**config.mk**
```make
export PLATFORM = sky130hd
export DESIGN_NAME = dch_host_seq
export DESIGN_NICKNAME = d
export VERILOG_FILES = /design/src/rtl/dch_pkg.sv /design/src/rtl/dch_crc12.sv /design/src/rtl/dch_turn_timer.sv /design/src/rtl/dch_spi_frame.sv /design/src/rtl/dch_host_seq.sv
export SDC_FILE = /design/constraint.sdc
export NUM_CORES = 1
export LEC_CHECK = 0
export ABC_AREA = 1
export BUFFER_PORTS_ARGS = -buffer_cell sky130_fd_sc_hd__buf_2
export CORE_UTILIZATION = 50
export CTS_CLUSTER_SIZE = 14
export DETAILED_ROUTE_END_ITERATION = 12
export PLACE_DENSITY_LB_ADDON = 0.05
export SLEW_MARGIN = 20
export SYNTH_ARGS = -nofsm -noshare
export SYNTH_HDL_FRONTEND = slang
export SYNTH_SLANG_ARGS = --single-unit
```
**constraint.sdc**
```tcl
create_clock -name clk -period 2.8 [get_ports clk]
set_clock_uncertainty 0.2 [all_clocks]
set_input_delay 0.28 -clock clk [delete_from_list [all_inputs] [get_ports clk]]
set_output_delay 0.28 -clock clk [all_outputs]
set_load 0.02 [all_outputs]
```
**src/rtl/dch_pkg.sv**
```systemverilog
package dch_pkg;
  localparam logic [4:0] ALL_DEV  = 5'h1F;
  localparam logic [5:0] PTR_REG  = 6'h3F;
  localparam int         MAX_DEV  = 30;
  localparam logic [11:0] CRC_POLY = 12'h683;

  typedef struct packed {
    logic [4:0] dev;
    logic       one_way;
    logic [5:0] rega;
    logic [7:0] data;
  } hdr_t;

  typedef enum logic [1:0] {S_IDLE, S_TURN, S_GO, S_RUN} seq_st_t;
endpackage

```
**src/rtl/dch_crc12.sv**
```systemverilog
module dch_crc12 #(
  parameter int          DW   = 20,
  parameter logic [11:0] POLY = 12'h683
) (
  input  logic [DW-1:0] din,
  output logic [11:0]   crc
);
  logic [DW:0][11:0] st;

  assign st[0] = '0;

  for (genvar i = 0; i < DW; i++) begin : g_bit
    logic fb;
    assign fb = din[DW-1-i] ^ st[i][11];
    assign st[i+1] = {st[i][10:0], 1'b0} ^ (fb ? POLY : 12'h000);
  end

  assign crc = st[DW];

  always_comb begin
    if (din == '0) begin
      assert_zero_in_R2: assert (crc == 12'h000);
    end
  end
endmodule

```
**src/rtl/dch_turn_timer.sv**
```systemverilog
module dch_turn_timer #(
  parameter int CYC = 5000
) (
  input  logic clk,
  input  logic rst,
  input  logic load,
  output logic busy,
  output logic expire
);
  localparam int W = $clog2(CYC + 1);

  logic [W-1:0] cnt;

  always_ff @(posedge clk) begin
    if (rst) begin
      busy   <= 1'b0;
      expire <= 1'b0;
      cnt    <= '0;
    end else begin
      expire <= 1'b0;
      if (load) begin
        busy <= 1'b1;
        cnt  <= W'(CYC - 1);
      end else if (busy) begin
        if (cnt == '0) begin
          busy   <= 1'b0;
          expire <= 1'b1;
        end else begin
          cnt <= cnt - 1'b1;
        end
      end
    end
  end

  assert_load_idle_R9: assert property (@(posedge clk) disable iff (rst)
    load |-> !busy);
endmodule

```
**src/rtl/dch_spi_frame.sv**
```systemverilog
module dch_spi_frame #(
  parameter int DIVW = 8
) (
  input  logic            clk,
  input  logic            rst,
  input  logic            start,
  input  logic [31:0]     tx_word,
  input  logic [DIVW-1:0] half,
  input  logic            miso,
  output logic            busy,
  output logic            done,
  output logic [31:0]     rx_word,
  output logic            sclk,
  output logic            cs_n,
  output logic            mosi
);
  typedef enum logic [2:0] {P_IDLE, P_LEAD, P_HI, P_LO, P_TAIL} ph_t;

  ph_t            ph;
  logic [DIVW-1:0] tmr, half_q;
  logic [31:0]    sh, rx;
  logic [4:0]     bitn;

  always_ff @(posedge clk) begin
    if (rst) begin
      ph     <= P_IDLE;
      sclk   <= 1'b0;
      cs_n   <= 1'b1;
      mosi   <= 1'b0;
      done   <= 1'b0;
      tmr    <= '0;
      half_q <= '0;
      sh     <= '0;
      rx     <= '0;
      bitn   <= '0;
    end else begin
      done <= 1'b0;
      if (ph == P_IDLE) begin
        if (start) begin
          cs_n   <= 1'b0;
          sh     <= tx_word;
          half_q <= half;
          tmr    <= half - 1'b1;
          bitn   <= '0;
          ph     <= P_LEAD;
        end
      end else if (tmr != '0) begin
        tmr <= tmr - 1'b1;
      end else begin
        tmr <= half_q - 1'b1;
        if (ph == P_LEAD) begin
          sclk <= 1'b1;
          mosi <= sh[31];
          sh   <= {sh[30:0], 1'b0};
          ph   <= P_HI;
        end else if (ph == P_HI) begin
          sclk <= 1'b0;
          rx   <= {rx[30:0], miso};
          ph   <= P_LO;
        end else if (ph == P_LO) begin
          if (bitn == 5'd31) begin
            cs_n <= 1'b1;
            mosi <= 1'b0;
            ph   <= P_TAIL;
          end else begin
            sclk <= 1'b1;
            mosi <= sh[31];
            sh   <= {sh[30:0], 1'b0};
            bitn <= bitn + 1'b1;
            ph   <= P_HI;
          end
        end else begin
          done <= 1'b1;
          ph   <= P_IDLE;
        end
      end
    end
  end

  assign busy    = (ph != P_IDLE);
  assign rx_word = rx;

  // checker state: rising sclk edges seen inside the current frame
  logic       sclk_d;
  logic [5:0] rises;
  always_ff @(posedge clk) begin
    if (rst) begin
      sclk_d <= 1'b0;
      rises  <= '0;
    end else begin
      sclk_d <= sclk;
      if (cs_n && !sclk) rises <= '0;
      else if (sclk && !sclk_d) rises <= rises + 1'b1;
    end
  end

  assert_sclk_in_frame_R3: assert property (@(posedge clk) disable iff (rst)
    sclk |-> !cs_n);
  assert_mosi_hold_R3: assert property (@(posedge clk) disable iff (rst)
    (sclk && $past(sclk)) |-> $stable(mosi));
  assert_pulse_count_R3: assert property (@(posedge clk) disable iff (rst)
    $rose(cs_n) |-> (rises == 6'd32));
endmodule

```
**src/rtl/dch_host_seq.sv**
```systemverilog
module dch_host_seq
  import dch_pkg::*;
#(
  parameter int CLK_HZ = 100_000_000
) (
  input  logic        clk,
  input  logic        rst,
  input  logic        req_valid,
  output logic        req_ready,
  input  logic        req_write,
  input  logic [4:0]  req_dev,
  input  logic [5:0]  req_reg,
  input  logic [7:0]  req_data,
  input  logic [4:0]  dev_count,
  output logic        rsp_valid,
  output logic [31:0] rsp_data,
  output logic        rsp_last,
  output logic        sclk,
  output logic        cs_n,
  output logic        mosi,
  input  logic        miso
);
  localparam int HALF_UNI = (CLK_HZ + 1_449_999) / 1_450_000;
  localparam int HALF_BI  = (CLK_HZ + 999_999) / 1_000_000;
  localparam int TURN_CYC = (CLK_HZ + 19_999) / 20_000;
  localparam int DIVW     = $clog2(HALF_BI + 1);

  seq_st_t     st;
  hdr_t        hdr_q;
  logic        is_read, null_sel, last_bidir;
  logic [4:0]  ndev, idx, cnt_c;
  logic [11:0] crc;
  logic [31:0] tx_word, rx_word;
  logic [DIVW-1:0] half_sel;
  logic        f_busy, f_done, t_busy, t_expire, accept, t_load;

  dch_crc12 #(.DW(20), .POLY(CRC_POLY)) u_crc (
    .din (hdr_q),
    .crc (crc)
  );

  assign tx_word  = null_sel ? 32'h0 : {hdr_q, crc};
  assign half_sel = is_read ? DIVW'(HALF_BI) : DIVW'(HALF_UNI);

  dch_spi_frame #(.DIVW(DIVW)) u_frame (
    .clk     (clk),
    .rst     (rst),
    .start   (st == S_GO),
    .tx_word (tx_word),
    .half    (half_sel),
    .miso    (miso),
    .busy    (f_busy),
    .done    (f_done),
    .rx_word (rx_word),
    .sclk    (sclk),
    .cs_n    (cs_n),
    .mosi    (mosi)
  );

  assign req_ready = (st == S_IDLE);
  assign accept    = req_ready && req_valid;
  assign t_load    = accept && req_write && last_bidir;

  dch_turn_timer #(.CYC(TURN_CYC)) u_turn (
    .clk    (clk),
    .rst    (rst),
    .load   (t_load),
    .busy   (t_busy),
    .expire (t_expire)
  );

  always_comb begin
    if (dev_count == 5'd0)                 cnt_c = 5'd1;
    else if (dev_count > 5'(MAX_DEV))      cnt_c = 5'(MAX_DEV);
    else                                   cnt_c = dev_count;
  end

  always_ff @(posedge clk) begin
    if (rst) begin
      st         <= S_IDLE;
      hdr_q      <= '0;
      is_read    <= 1'b0;
      null_sel   <= 1'b0;
      last_bidir <= 1'b0;
      ndev       <= 5'd1;
      idx        <= '0;
      rsp_valid  <= 1'b0;
      rsp_data   <= '0;
      rsp_last   <= 1'b0;
    end else begin
      rsp_valid <= 1'b0;
      rsp_last  <= 1'b0;
      case (st)
        S_IDLE: begin
          if (req_valid) begin
            if (req_write)
              hdr_q <= '{dev: req_dev, one_way: 1'b1, rega: req_reg, data: req_data};
            else
              hdr_q <= '{dev: ALL_DEV, one_way: 1'b0, rega: PTR_REG, data: {2'b00, req_reg}};
            is_read  <= !req_write;
            null_sel <= 1'b0;
            ndev     <= cnt_c;
            idx      <= '0;
            st       <= (req_write && last_bidir) ? S_TURN : S_GO;
          end
        end
        S_TURN: begin
          if (t_expire) begin
            last_bidir <= 1'b0;
            st         <= S_GO;
          end
        end
        S_GO: st <= S_RUN;
        default: begin
          if (f_done) begin
            if (null_sel) begin
              rsp_valid <= 1'b1;
              rsp_data  <= rx_word;
              rsp_last  <= (idx == ndev);
            end
            if (is_read && idx != ndev) begin
              idx      <= idx + 1'b1;
              null_sel <= 1'b1;
              st       <= S_GO;
            end else begin
              last_bidir <= is_read;
              st         <= S_IDLE;
            end
          end
        end
      endcase
    end
  end

  assert_quiet_turn_R9: assert property (@(posedge clk) disable iff (rst)
    (st == S_TURN) |-> (cs_n && (t_busy || t_expire)));
  assert_null_zero_R5: assert property (@(posedge clk) disable iff (rst)
    (null_sel && sclk) |-> !mosi);
  assert_last_valid_R6: assert property (@(posedge clk) disable iff (rst)
    rsp_last |-> rsp_valid);
  assert_ready_quiet_R10: assert property (@(posedge clk) disable iff (rst)
    req_ready |-> (cs_n && !f_busy));
endmodule

```
==> metrics.md <==
| Metric | Value |
|---|---|
| CP max FO | 4 |
| Outcome | finished, violations left |
| Crit. End Element | flip-flop |
| Wire length of the first global-routing pass | about 35000 um |
| Synth Net Count | 1189 |
| CTS root buffer | clkbuf_16 |
| Seq/Total Area, Yosys | a little over two fifths |
| Avg Cell Area, Syn | ~7.1 um^2 |
| Fin nets | roughly 1.4k |
| Area Growth Syn to Fin | 37.4% |
| Flop-to-flop setup slack | -0.23 ns |
| Reg2reg start | hdr_q[19] |
| Min-delay worst type | primary input to flip-flop |
| CTS sink count | 170 |
| Reg2reg end | u_frame.sh[11] |
| DIE WIDTH | about 130 um |
| H-tree depth | 4 |
| Drt drc | 0 |
| Arrival time at the worst endpoint | 3.16 ns |
| Port-buffer cells | 66 |
| EDFF count, synth | 0 |
| Worst Setup Slack, final | -0.228 ns |
| Async S/R FF share, synth | 0% |
| Multi-input logic area | 4820 um^2 |
| Pre-antenna DRT Iters | 5 |
| Via count | 8257 |
| Detailed placement HPWL | 13800 um |
| Cell area after layout | 11100 um^2 |
| Chip height | 129 um |
| Critical path class | flip-flop to flip-flop |
| Slew of the pin with the lowest slew margin | 0.730 ns |
| Register area | ~3400 um^2 |
| Worst-path clk slew | roughly 0.080 ns |
| Antenna Nets Post-Route | 0 |
| FF+latch count, synth | 170 |
| CP Launch Type | flip-flop |
| # IOs | 67 |
| Netlist cell types | 40 |
| Failing checks | setup timing |
| Top cell type by total area after synthesis | dfxtp_1 |
| Critical Path RT | 2.93 ns |
| Synth top area cells | dfxtp_1, nand2_1, o21ai_0, a21oi_1, inv_1 |
| Initial Util | 51.1% |
| Most common flop cell mapped by yosys | dfxtp_1 |
| GRT overflow | 0 |
| DIE AREA | roughly 17000 um^2 |
| Final hold violation count | 0 |
| Post-Layout Cell Count | 1555 |
| Inst Count DP | 1463 |
| Most numerous cell in the Yosys netlist | nand2_1 |
| Final period utilization | 108% |
| Area share of the largest cell type after synthesis | between 40% and 50% |
| Hold depth | 4 |
| Worst-case clock buffer depth | 2 |
| Detailed Route Iter0 Violations | 527 |
| ANT cells | 0 |
| Largest net degree at the start of global routing | 56 |
| FF-to-FF path depth | 20 |
| Via-to-Cell Ratio | about 5.3 |
| Initial antenna violation count | 0 |
| Hold path start | rst |
| Core footprint | 15900 um^2 |
| Ys Warns | 0 |
| Fmax | between 0.3 and 0.4 GHz |
| Final Setup Violations | 10 |
| Filler cell count | 1269 |
| Worst-Skew Late Latency | roughly 0.44 ns |
| Final RePlAce weighted congestion | approximately 0.92 |
| WL/cell | 15.1 um |
| Relative slew margins | 51.1% |
| Layout cell share with drive strength beyond 1 | 29.1% |
| RSZ-0062 raised after global routing | yes |
| Post-layout min period | between 3 and 4 ns |
| GRT Total Usage | 26.7% |
| Cell Rows | 46 |
| CTS tree | yes |
| Maxcap violations | 0 |
| Synth Instances | 1149 |
| Routed WL | 23500 um |
| Syn Std Cell Area | 8110 um^2 |
| Final slew viol count | 0 |
| CTS buffer count | 17 |
| Vias in the first global route | around 7.4k |
| Hold EP | u_turn.cnt[7] |
| Synth top cells by count | nand2_1, dfxtp_1, inv_1, o21ai_0, nor2_1 |
| DP Area | 9120 um^2 |
==> per-layer routing <==
layer	wire, um	global-route usage [%]	up-vias
met5	0	0	-
met4	689	10.2	0
met3	991	5.49	59
met2	11600	46.2	219
met1	10300	32.5	3851
li1	-	-	4128
==> worst max-delay path: stages (launching register included) <==
cell and delay (ns):
dfxtp_4 0.39, inv_4 0.06, nand2_2 0.09, nand2_2 0.09
nand2_2 0.09, nand3_1 0.13, nand2_4 0.14, xor2_2 0.19
xnor2_1 0.11, xor2_1 0.16, buf_4 0.15, inv_2 0.11
nand2_1 0.09, nand2_1 0.08, nand2_1 0.07, nand2_2 0.14
xor2_4 0.22, inv_2 0.09, or2_0 0.20, nand3_1 0.07
a21oi_1 0.06
==> through the flow <==
step	setup TNS (ns)	util (%)	hold WS [ns]	worst slack, ns
after floorplan	0	-	0.225	0.0262
after global placement	-1.36	57.4	0.231	-0.207
after detailed placement	-1.64	57.4	0.231	-0.236
after CTS	-0.225	66.8	0.130	-0.0488
after global routing	-3.19	70.2	0.168	-0.358
final	-1.66	70.2	0.133	-0.228
==> logic make-up (layout without fill, tap and decap cells) <==
| kind of cell | Yosys count | in the layout | synth area share [%] |
|---|---|---|---|
| flip-flops | 170 | 170 | 42.0 |
| AO/OA/AOI/OAI | 266 | 266 | 17.5 |
| buffers and inverters | 184 | 374 | 8.55 |
| AND/OR/NAND/NOR | 490 | 490 | 26.7 |
| adder cells (fa/ha/maj) | 11 | 11 | 1.70 |
| XOR/XNOR | 28 | 28 | 3.58 |
==> repair_timing <==
| item | in CTS | in global routing |
|---|---|---|
| pin swaps | 47 | 49 |
| hold buffers | 26 | 0 |
| gates resized for setup | 111 | 90 |
| cloned | 0 | 3 |
| endpoints found under the hold margin | 24 | 0 |
| endpoints found under the setup margin | 9 | 32 |
| buffers inserted | 20 | 12 |
==> how the worst max path moves through the flow <==
stage | startpoint | to | slack (ns) | cells after the start
2_1_floorplan | hdr_q[16] | u_frame.sh[11] | 0.03 | 18
5_1_grt | hdr_q[18] | u_frame.sh[9] | -0.36 | 27
6_report | hdr_q[19] | u_frame.sh[11] | -0.23 | 20
3_3_place_gp | hdr_q[17] | u_frame.sh[10] | -0.21 | 27
4_1_cts | hdr_q[18] | u_frame.sh[10] | -0.05 | 21
3_5_place_dp | hdr_q[17] | u_frame.sh[10] | -0.24 | 27
==> placed cells by master (no fill, tap or decap), types with 3 or more instances in the layout <==
cell type and n:
inv_1 119, nor3_1 12, dfxtp_4 5, nand3_2 29
nand2_1 166, clkinvlp_4 6, or2_2 3, o22ai_1 3
xor2_4 6, nand2_2 48, buf_6 5, nor2_1 114
inv_2 12, o21ai_0 119, inv_4 6, a211oi_1 7
o21a_1 3, buf_4 100, inv_8 3, a21oi_2 3
buf_2 66, nor3b_1 3, clkinv_8 4, dfxtp_2 3
nand2_4 31, nand3_1 46, xor2_1 7, nand3b_1 4
xor2_2 6, inv_6 5, a21oi_1 93, nand3_4 17
xnor2_1 6, xnor2_4 3, dfxtp_1 162, dlygate4sd3_1 26
nor4_1 7, ha_1 11, a31oi_1 32, clkbuf_16 17
==> final cells by class <==
cell class | instances | area share [%]
multi-input cells | 795 | 43.3
flip-flops and latches | 170 | 30.7
repair buffers | 199 | 12.9
inverters | 140 | 4.95
clock buffers | 17 | 3.82
well taps | 216 | 2.43
clock inverters | 15 | 1.71
repair inverters | 3 | 0.202
==> sequential cells by signal, summed over array words and instances, names as in the netlist, 7 cells and up <==
register	count
hdr_q	20
rsp_data	32
u_frame.sh	32
u_turn.cnt	13
u_frame.rx_word	32
u_frame.tmr	7
Power is left out: the tool's default activity adds up to more than one toggle a clock period on the data nets, which glitch-free logic cannot reach.
